<file path="config.mk">
export PLATFORM = sky130hd
export DESIGN_NAME = jitter_reload_gen
export DESIGN_NICKNAME = d
export VERILOG_FILES = /design/src/rtl/jrg_pkg.sv /design/src/rtl/jrg_lfsr.sv /design/src/rtl/jrg_lead_one.sv /design/src/rtl/jrg_offset.sv /design/src/rtl/jitter_reload_gen.sv
export SDC_FILE = /design/constraint.sdc
export NUM_CORES = 1
export LEC_CHECK = 0
export BUFFER_PORTS_ARGS = -buffer_cell sky130_fd_sc_hd__buf_2
export CAP_MARGIN = 20
export CORE_UTILIZATION = 35
export CTS_BUF_LIST = sky130_fd_sc_hd__clkbuf_8
export DETAILED_ROUTE_END_ITERATION = 10
export GPL_ROUTABILITY_DRIVEN = 0
export MAX_ROUTING_LAYER = met4
export REMOVE_ABC_BUFFERS = 1
export SYNTH_ARGS = -nofsm -noshare
export SYNTH_HDL_FRONTEND = slang
export SYNTH_SLANG_ARGS = --single-unit
</file>
<file path="constraint.sdc">
create_clock -name clk -period 5.77 [get_ports clk]
set_input_delay 0.2885 -clock clk [delete_from_list [all_inputs] [get_ports clk]]
set_output_delay 0.2885 -clock clk [all_outputs]
set_load 0.01 [all_outputs]
</file>
<file path="src/rtl/jrg_pkg.sv">
package jrg_pkg;

  // Width of the percent-derived base shift (values 0..4).
  localparam int unsigned BASE_W = 3;

  // Upper percentage limits for each base shift.
  localparam int unsigned PCT_LIM_SH4 = 6;
  localparam int unsigned PCT_LIM_SH3 = 13;
  localparam int unsigned PCT_LIM_SH2 = 25;
  localparam int unsigned PCT_LIM_SH1 = 50;

  typedef logic [BASE_W-1:0] base_shift_t;

  // Coarse map from jitter percentage to base shift; the narrowest band wins.
  function automatic base_shift_t pct_base_shift(input int unsigned pct);
    base_shift_t sh;
    if (pct <= PCT_LIM_SH4)      sh = base_shift_t'(4);
    else if (pct <= PCT_LIM_SH3) sh = base_shift_t'(3);
    else if (pct <= PCT_LIM_SH2) sh = base_shift_t'(2);
    else if (pct <= PCT_LIM_SH1) sh = base_shift_t'(1);
    else                         sh = base_shift_t'(0);
    return sh;
  endfunction

endpackage

</file>
<file path="src/rtl/jrg_lfsr.sv">
module jrg_lfsr #(
  parameter int unsigned   W      = 32,
  parameter logic [W-1:0]  SEED   = 32'hA690EA64,
  parameter int unsigned   TAP_HI = 27,
  parameter int unsigned   TAP_LO = 2
) (
  input  logic         clk,
  input  logic         rst_n,
  input  logic         step_i,
  output logic [W-1:0] state_o
);

  logic [W-1:0] state_q;
  logic [W-1:0] state_d;

  // Next state: shift up, feed back the inverted XOR of two taps.
  always_comb begin
    state_d = {state_q[W-2:0], ~(state_q[TAP_HI] ^ state_q[TAP_LO])};
  end

  always_ff @(posedge clk or negedge rst_n) begin
    if (!rst_n) begin
      state_q <= SEED;
    end else if (step_i) begin
      state_q <= state_d;
    end
  end

  assign state_o = state_q;

endmodule

</file>
<file path="src/rtl/jrg_lead_one.sv">
module jrg_lead_one #(
  parameter int unsigned W     = 32,
  parameter int unsigned POS_W = 5
) (
  input  logic [W-1:0]     vec_i,
  output logic [POS_W-1:0] pos_o
);

  // Priority encoder: the highest set bit wins; an all-zero input gives 0.
  always_comb begin
    pos_o = '0;
    for (int i = 0; i < W; i++) begin
      if (vec_i[i]) pos_o = POS_W'(i);
    end
  end

endmodule

</file>
<file path="src/rtl/jrg_offset.sv">
module jrg_offset #(
  parameter int unsigned WORD_W = 32,
  parameter int unsigned HALF_W = 16,
  parameter int unsigned SH_W   = 6
) (
  input  logic [WORD_W-1:0] rand_i,
  input  logic [WORD_W-1:0] nominal_i,
  input  logic              wide_i,
  input  logic [SH_W-1:0]   shamt_i,
  output logic [WORD_W-1:0] result_o
);

  localparam int unsigned PAD_W = WORD_W - HALF_W;

  // Half mode: signed offset, two guard bits for saturation detection.
  logic signed [HALF_W-1:0] half_rand;
  logic signed [HALF_W-1:0] half_off;
  logic        [HALF_W+1:0] half_sum;
  logic                     half_sat;
  logic        [HALF_W-1:0] half_res;

  // Word mode: unsigned offset, wrap-around sum.
  logic [WORD_W-1:0] word_off;
  logic [WORD_W-1:0] word_sum;

  always_comb begin
    half_rand = rand_i[HALF_W-1:0];
    half_off  = half_rand >>> shamt_i;
    half_sum  = {2'b00, nominal_i[HALF_W-1:0]}
              + {{2{half_off[HALF_W-1]}}, half_off};
    half_sat  = |half_sum[HALF_W+1:HALF_W];
    half_res  = half_sat ? {HALF_W{1'b1}} : half_sum[HALF_W-1:0];
  end

  always_comb begin
    word_off = rand_i >> shamt_i;
    word_sum = nominal_i + word_off;
  end

  always_comb begin
    result_o = wide_i ? word_sum : {{PAD_W{1'b0}}, half_res};
  end

endmodule

</file>
<file path="src/rtl/jitter_reload_gen.sv">
module jitter_reload_gen
  import jrg_pkg::*;
#(
  parameter int unsigned       WORD_W = 32,
  parameter int unsigned       HALF_W = 16,
  parameter int unsigned       PCT_W  = 7,
  parameter logic [WORD_W-1:0] SEED   = 32'hA690EA64,
  parameter int unsigned       TAP_HI = 27,
  parameter int unsigned       TAP_LO = 2
) (
  input  logic              clk,
  input  logic              rst_n,
  input  logic              ack_i,
  input  logic              wide_i,
  input  logic [WORD_W-1:0] nominal_i,
  input  logic [PCT_W-1:0]  pct_i,
  output logic [WORD_W-1:0] reload_o,
  output logic              valid_o
);

  localparam int unsigned POS_W = $clog2(WORD_W);
  localparam int unsigned SH_W  = POS_W + 1;
  localparam int unsigned PAD_W = WORD_W - HALF_W;

  logic [WORD_W-1:0] lfsr_q;
  logic              jitter_on;
  logic              step_en;
  base_shift_t       base_sh;
  logic [WORD_W-1:0] lead_vec;
  logic [POS_W-1:0]  lead_pos;
  logic [SH_W-1:0]   top_pos;
  logic [SH_W-1:0]   shamt;
  logic [WORD_W-1:0] jit_val;

  logic [WORD_W-1:0] reload_q, reload_d;
  logic              valid_q,  valid_d;

  // Control decode.
  always_comb begin
    jitter_on = (pct_i != '0);
    step_en   = ack_i & jitter_on;
    base_sh   = pct_base_shift(32'(pct_i));
  end

  jrg_lfsr #(
    .W      (WORD_W),
    .SEED   (SEED),
    .TAP_HI (TAP_HI),
    .TAP_LO (TAP_LO)
  ) u_lfsr (
    .clk     (clk),
    .rst_n   (rst_n),
    .step_i  (step_en),
    .state_o (lfsr_q)
  );

  // Leading one of the operand actually used in the selected mode.
  always_comb begin
    lead_vec = wide_i ? nominal_i : {{PAD_W{1'b0}}, nominal_i[HALF_W-1:0]};
  end

  jrg_lead_one #(
    .W     (WORD_W),
    .POS_W (POS_W)
  ) u_lead (
    .vec_i (lead_vec),
    .pos_o (lead_pos)
  );

  // Shift amount: base + (top bit index - leading-one position).
  always_comb begin
    top_pos = wide_i ? SH_W'(WORD_W - 1) : SH_W'(HALF_W - 1);
    shamt   = SH_W'(base_sh) + top_pos - SH_W'(lead_pos);
  end

  jrg_offset #(
    .WORD_W (WORD_W),
    .HALF_W (HALF_W),
    .SH_W   (SH_W)
  ) u_offset (
    .rand_i    (lfsr_q),
    .nominal_i (nominal_i),
    .wide_i    (wide_i),
    .shamt_i   (shamt),
    .result_o  (jit_val)
  );

  // Output next state.
  always_comb begin
    reload_d = jitter_on ? jit_val : '0;
    valid_d  = ack_i;
  end

  always_ff @(posedge clk or negedge rst_n) begin
    if (!rst_n) begin
      reload_q <= '0;
    end else if (ack_i) begin
      reload_q <= reload_d;
    end
  end

  always_ff @(posedge clk or negedge rst_n) begin
    if (!rst_n) begin
      valid_q <= 1'b0;
    end else begin
      valid_q <= valid_d;
    end
  end

  assign reload_o = reload_q;
  assign valid_o  = valid_q;

endmodule

</file>
==> impl_metrics.tcl <==
set metrics [dict create \
    grt_pass1_vias 7766 \
    floorplan.die.width_um 147 \
    synth_largest_type_area_fraction_pct 17.2 \
    placed_insts 1479 \
    clock_latency_ns 0.38 \
    clock-skew-final_ns 0.0163 \
    synthesis.instances 950 \
    core_area_um2 20500 \
    finalHoldViolCount 0 \
    run_status "finished clean" \
    power.internal_w 0.00170 \
    tns_ns 0 \
    route.detailed.wl_per_inst_um 16.8 \
    asyncSetResetFlopFracSynth_pct 100 \
    crit_type "input port to register" \
    power_switching_w 0.00124 \
    floorplan.die.height_um 147 \
    synth_edf_count 0 \
    final_max_slew_viol_count 0 \
    cp.arrival_ns 5.83 \
    post_layout_nonfiller_instances 1509 \
    ios 76 \
    viasPerCell 5.41 \
    timing.critical_path.from_type "input port" \
    synth.yosys.seq_area_share_pct 22.2 \
    synthesis.area_per_instance_um2 7.79 \
    synth.distinct_cells 75 \
    die_area_um2 21700 \
    critical_path.slowest_cell "sky130_fd_sc_hd__fa_2" \
    area.growth.synth_to_final_pct 40.5 \
    fin_crit_sh_pct 96.9 \
    comb_power_share_pct 64.7 \
    detailedPlacementHpwl_mm 19.8 \
    detailedRoute.firstPassIterationCount 5 \
    power.share.sequential_pct 21.9 \
    leakage_power_nw 5.02 \
    grt_antenna_before_repair 0 \
    dp_slack_ns -0.512 \
    hold_fix_buffer_count_after_cts 0 \
    clockRootBuffer "sky130_fd_sc_hd__clkbuf_8" \
    yosys_warnings 0 \
    fin_hold_ws_ns 0.0943 \
    global_route.usage.total_pct 23.7 \
    detailedRoute.firstIterationViolations 434 \
    row_count 52 \
    p_per_area_nw_per_um2 282 \
    ys_top_cells_by_count "154 x sky130_fd_sc_hd__nand2_1, 90 x sky130_fd_sc_hd__nor2_1, 85 x sky130_fd_sc_hd__a21oi_1" \
    clk_path_buf_depth 2 \
    post_synth_main_area_contributors "sky130_fd_sc_hd__dfrtp_1 17%, sky130_fd_sc_hd__ha_1 9.3%, sky130_fd_sc_hd__nand2_1 7.8%" \
    netSwitchingFraction_pct 42.2 \
    yosysMostFrequentCell "sky130_fd_sc_hd__nand2_1" \
    port-buffer-count 75 \
    worst_ir_drop_vdd_v 0.000135 \
    cts-buffers-inserted 9 \
    synth.ff_latch_count 65 \
    rsz0062_at_grt "yes" \
    cts_max_level 3 \
    worst_slew_margin_rel_pct 44.2 \
    drc 0 \
    finalCriticalPeriod_ns 5.59 \
    detailed_route_via_count 8163 \
    synth_top_flop_cell "sky130_fd_sc_hd__dfrtp_1" \
    fmax_ghz 0.179 \
    cts_tree "yes" \
    antennaDiodeCount 0 \
    worst_slack_setup_final_ns 0.177 \
    syn-cell-area_um2 7400 \
    grt_overflow 0 \
    critPathMaxFanout 7 \
    grt_first_pass_wirelength_mm 39.6 \
    finish.net_count 1335 \
    tritoncts_num_sinks 65 \
    timing.critical_path.slowest_cell_delay_ns 0.36 \
    drive_above_1_share_pct 36.6 \
    finalSetupViolations 0 \
    post-synth-top-area-cell "sky130_fd_sc_hd__dfrtp_1" \
    endpoint_kind "register" \
    required_ns 6.01 \
    hp-class "input port to asynchronous set/reset pin" \
    timing.max_cap.violations 0 \
    start_util_pct 36.1 \
    wl_mm 25.4 \
    grt_start_max_net_pins 66 \
    detail-route-antenna-nets 0 \
    worst_pin_slew_ns 0.837 \
    clkPwrFrac_pct 13.4 \
    clock_pin_slew_worst_setup_and_hold_paths_ns 0.09 \
]
per-layer routing:
layer	vias to the layer above	GRT usage [%]	share of wire, %
met3	45	3.09	4.4
met2	212	38.4	47
met1	3837	30.5	46
met5	-	-	0
li1	4069	-	-
met4	0	8.14	2.6
final cells by class:
| type | count | area, um^2 |
|---|---|---|
| fillers | 1991 | 10100 |
| multi-input cells | 814 | 5840 |
| repair buffers | 321 | 2320 |
| flip-flops and latches | 65 | 1640 |
| well taps | 270 | 338 |
| clock buffers | 9 | 124 |
| inverters | 23 | 86.3 |
| clock inverters | 7 | 58.8 |
kinds of logic after synthesis:
logic type               Yosys count  synth area share, %
AND/OR/NAND/NOR                  345                 20.7
adder cells (fa/ha/maj)           58                 10.1
XOR/XNOR                          44                 5.21
AO/OA/AOI/OAI                    316                 29.0
flip-flops                        65                 22.2
buffers and inverters             72                 4.04
multiplexers                      50                 8.82
through the flow:
stage / total power, W / utilization (%) / area (um^2)
global placement: 0.00238 / 47.5 / 9740
detailed placement: 0.00240 / 47.5 / 9740
finish: 0.00293 / 50.8 / 10400
global route: 0.00314 / 50.8 / 10400
CTS: 0.00281 / 48.5 / 9940
floorplan: 0.00160 / - / 7190
cell usage in the layout (no fill, tap or decap), types with 6 or more instances in the layout:
cell type | synthesis | routed
sky130_fd_sc_hd__o2bb2ai_1 | 14 | 14
sky130_fd_sc_hd__nand3_1 | 18 | 17
sky130_fd_sc_hd__mux2i_1 | 27 | 24
sky130_fd_sc_hd__a31oi_1 | 10 | 10
sky130_fd_sc_hd__inv_1 | 23 | 23
sky130_fd_sc_hd__xor2_1 | 19 | 18
sky130_fd_sc_hd__a211oi_2 | 0 | 6
sky130_fd_sc_hd__mux4_2 | 11 | 11
sky130_fd_sc_hd__o21ai_0 | 57 | 49
sky130_fd_sc_hd__nand2b_1 | 10 | 10
sky130_fd_sc_hd__buf_4 | 0 | 238
sky130_fd_sc_hd__a211oi_1 | 20 | 14
sky130_fd_sc_hd__o211ai_1 | 8 | 8
sky130_fd_sc_hd__dfstp_2 | 14 | 14
sky130_fd_sc_hd__a21oi_2 | 0 | 14
sky130_fd_sc_hd__dfrtp_1 | 51 | 51
sky130_fd_sc_hd__o21bai_1 | 12 | 11
sky130_fd_sc_hd__xnor2_1 | 25 | 22
sky130_fd_sc_hd__a22o_1 | 14 | 14
sky130_fd_sc_hd__mux2_2 | 12 | 11
sky130_fd_sc_hd__clkbuf_8 | 0 | 9
sky130_fd_sc_hd__nor4_1 | 7 | 7
sky130_fd_sc_hd__a21o_1 | 23 | 23
sky130_fd_sc_hd__o21a_1 | 15 | 15
sky130_fd_sc_hd__buf_2 | 5 | 74
sky130_fd_sc_hd__ha_1 | 55 | 49
sky130_fd_sc_hd__and3_1 | 6 | 6
sky130_fd_sc_hd__nor2_1 | 90 | 88
sky130_fd_sc_hd__nor2b_1 | 9 | 6
sky130_fd_sc_hd__nor3_1 | 25 | 21
sky130_fd_sc_hd__nand2_1 | 154 | 153
sky130_fd_sc_hd__a21oi_1 | 85 | 71
power groups by stage:
stage               sequential, W  clock, W  combinational [W]
floorplan                0.000654         0           0.000950
global placement         0.000650         0            0.00173
detailed placement       0.000650         0            0.00175
CTS                      0.000644  0.000405            0.00176
global route             0.000659  0.000421            0.00206
finish                   0.000643  0.000392            0.00190
worst paths after layout:
kind	startpoint	to	slack (ns)	cells past startpoint
worst max-delay path	nominal_i[1]	reload_o[2]$_DFFE_PN0P_	0.18	33
worst max register to register	u_lfsr.state_o[15]$_DFFE_PN1P_	reload_o[27]$_DFFE_PN0P_	1.30	17
worst min-delay path	rst_n	reload_o[22]$_DFFE_PN0P_	0.09	2
max in group asynchronous	rst_n	u_lfsr.state_o[12]$_DFFE_PN0P_	5.13	2
worst min register to register	u_lfsr.state_o[29]$_DFFE_PN1P_	u_lfsr.state_o[29]$_DFFE_PN1P_	0.48	2
min in group clk	ack_i	valid_o$_DFF_PN0_	0.19	1
timing repair:
action                     in CTS  in global routing
setup endpoints to repair      18                 29
gates cloned                    0                  2
pin swaps                       0                 23
buffers inserted                0                 11
gates resized for setup         4                 80
worst max-delay path: cells and delay by family:
| kind | cells | cell delay (ns) |
|---|---|---|
| AO/OA/AOI/OAI | 19 | 3.00 |
| buffers and inverters | 4 | 0.33 |
| multiplexers | 1 | 0.35 |
| adder cells (fa/ha/maj) | 5 | 1.21 |
| AND/OR/NAND/NOR | 3 | 0.41 |
| XOR/XNOR | 1 | 0.24 |
flip-flops by register name, summed over array words and instances, names as in the netlist:
register,count
u_lfsr.state_o,32
reload_o,32
valid_o,1
Power figures use the tool's default switching activity.
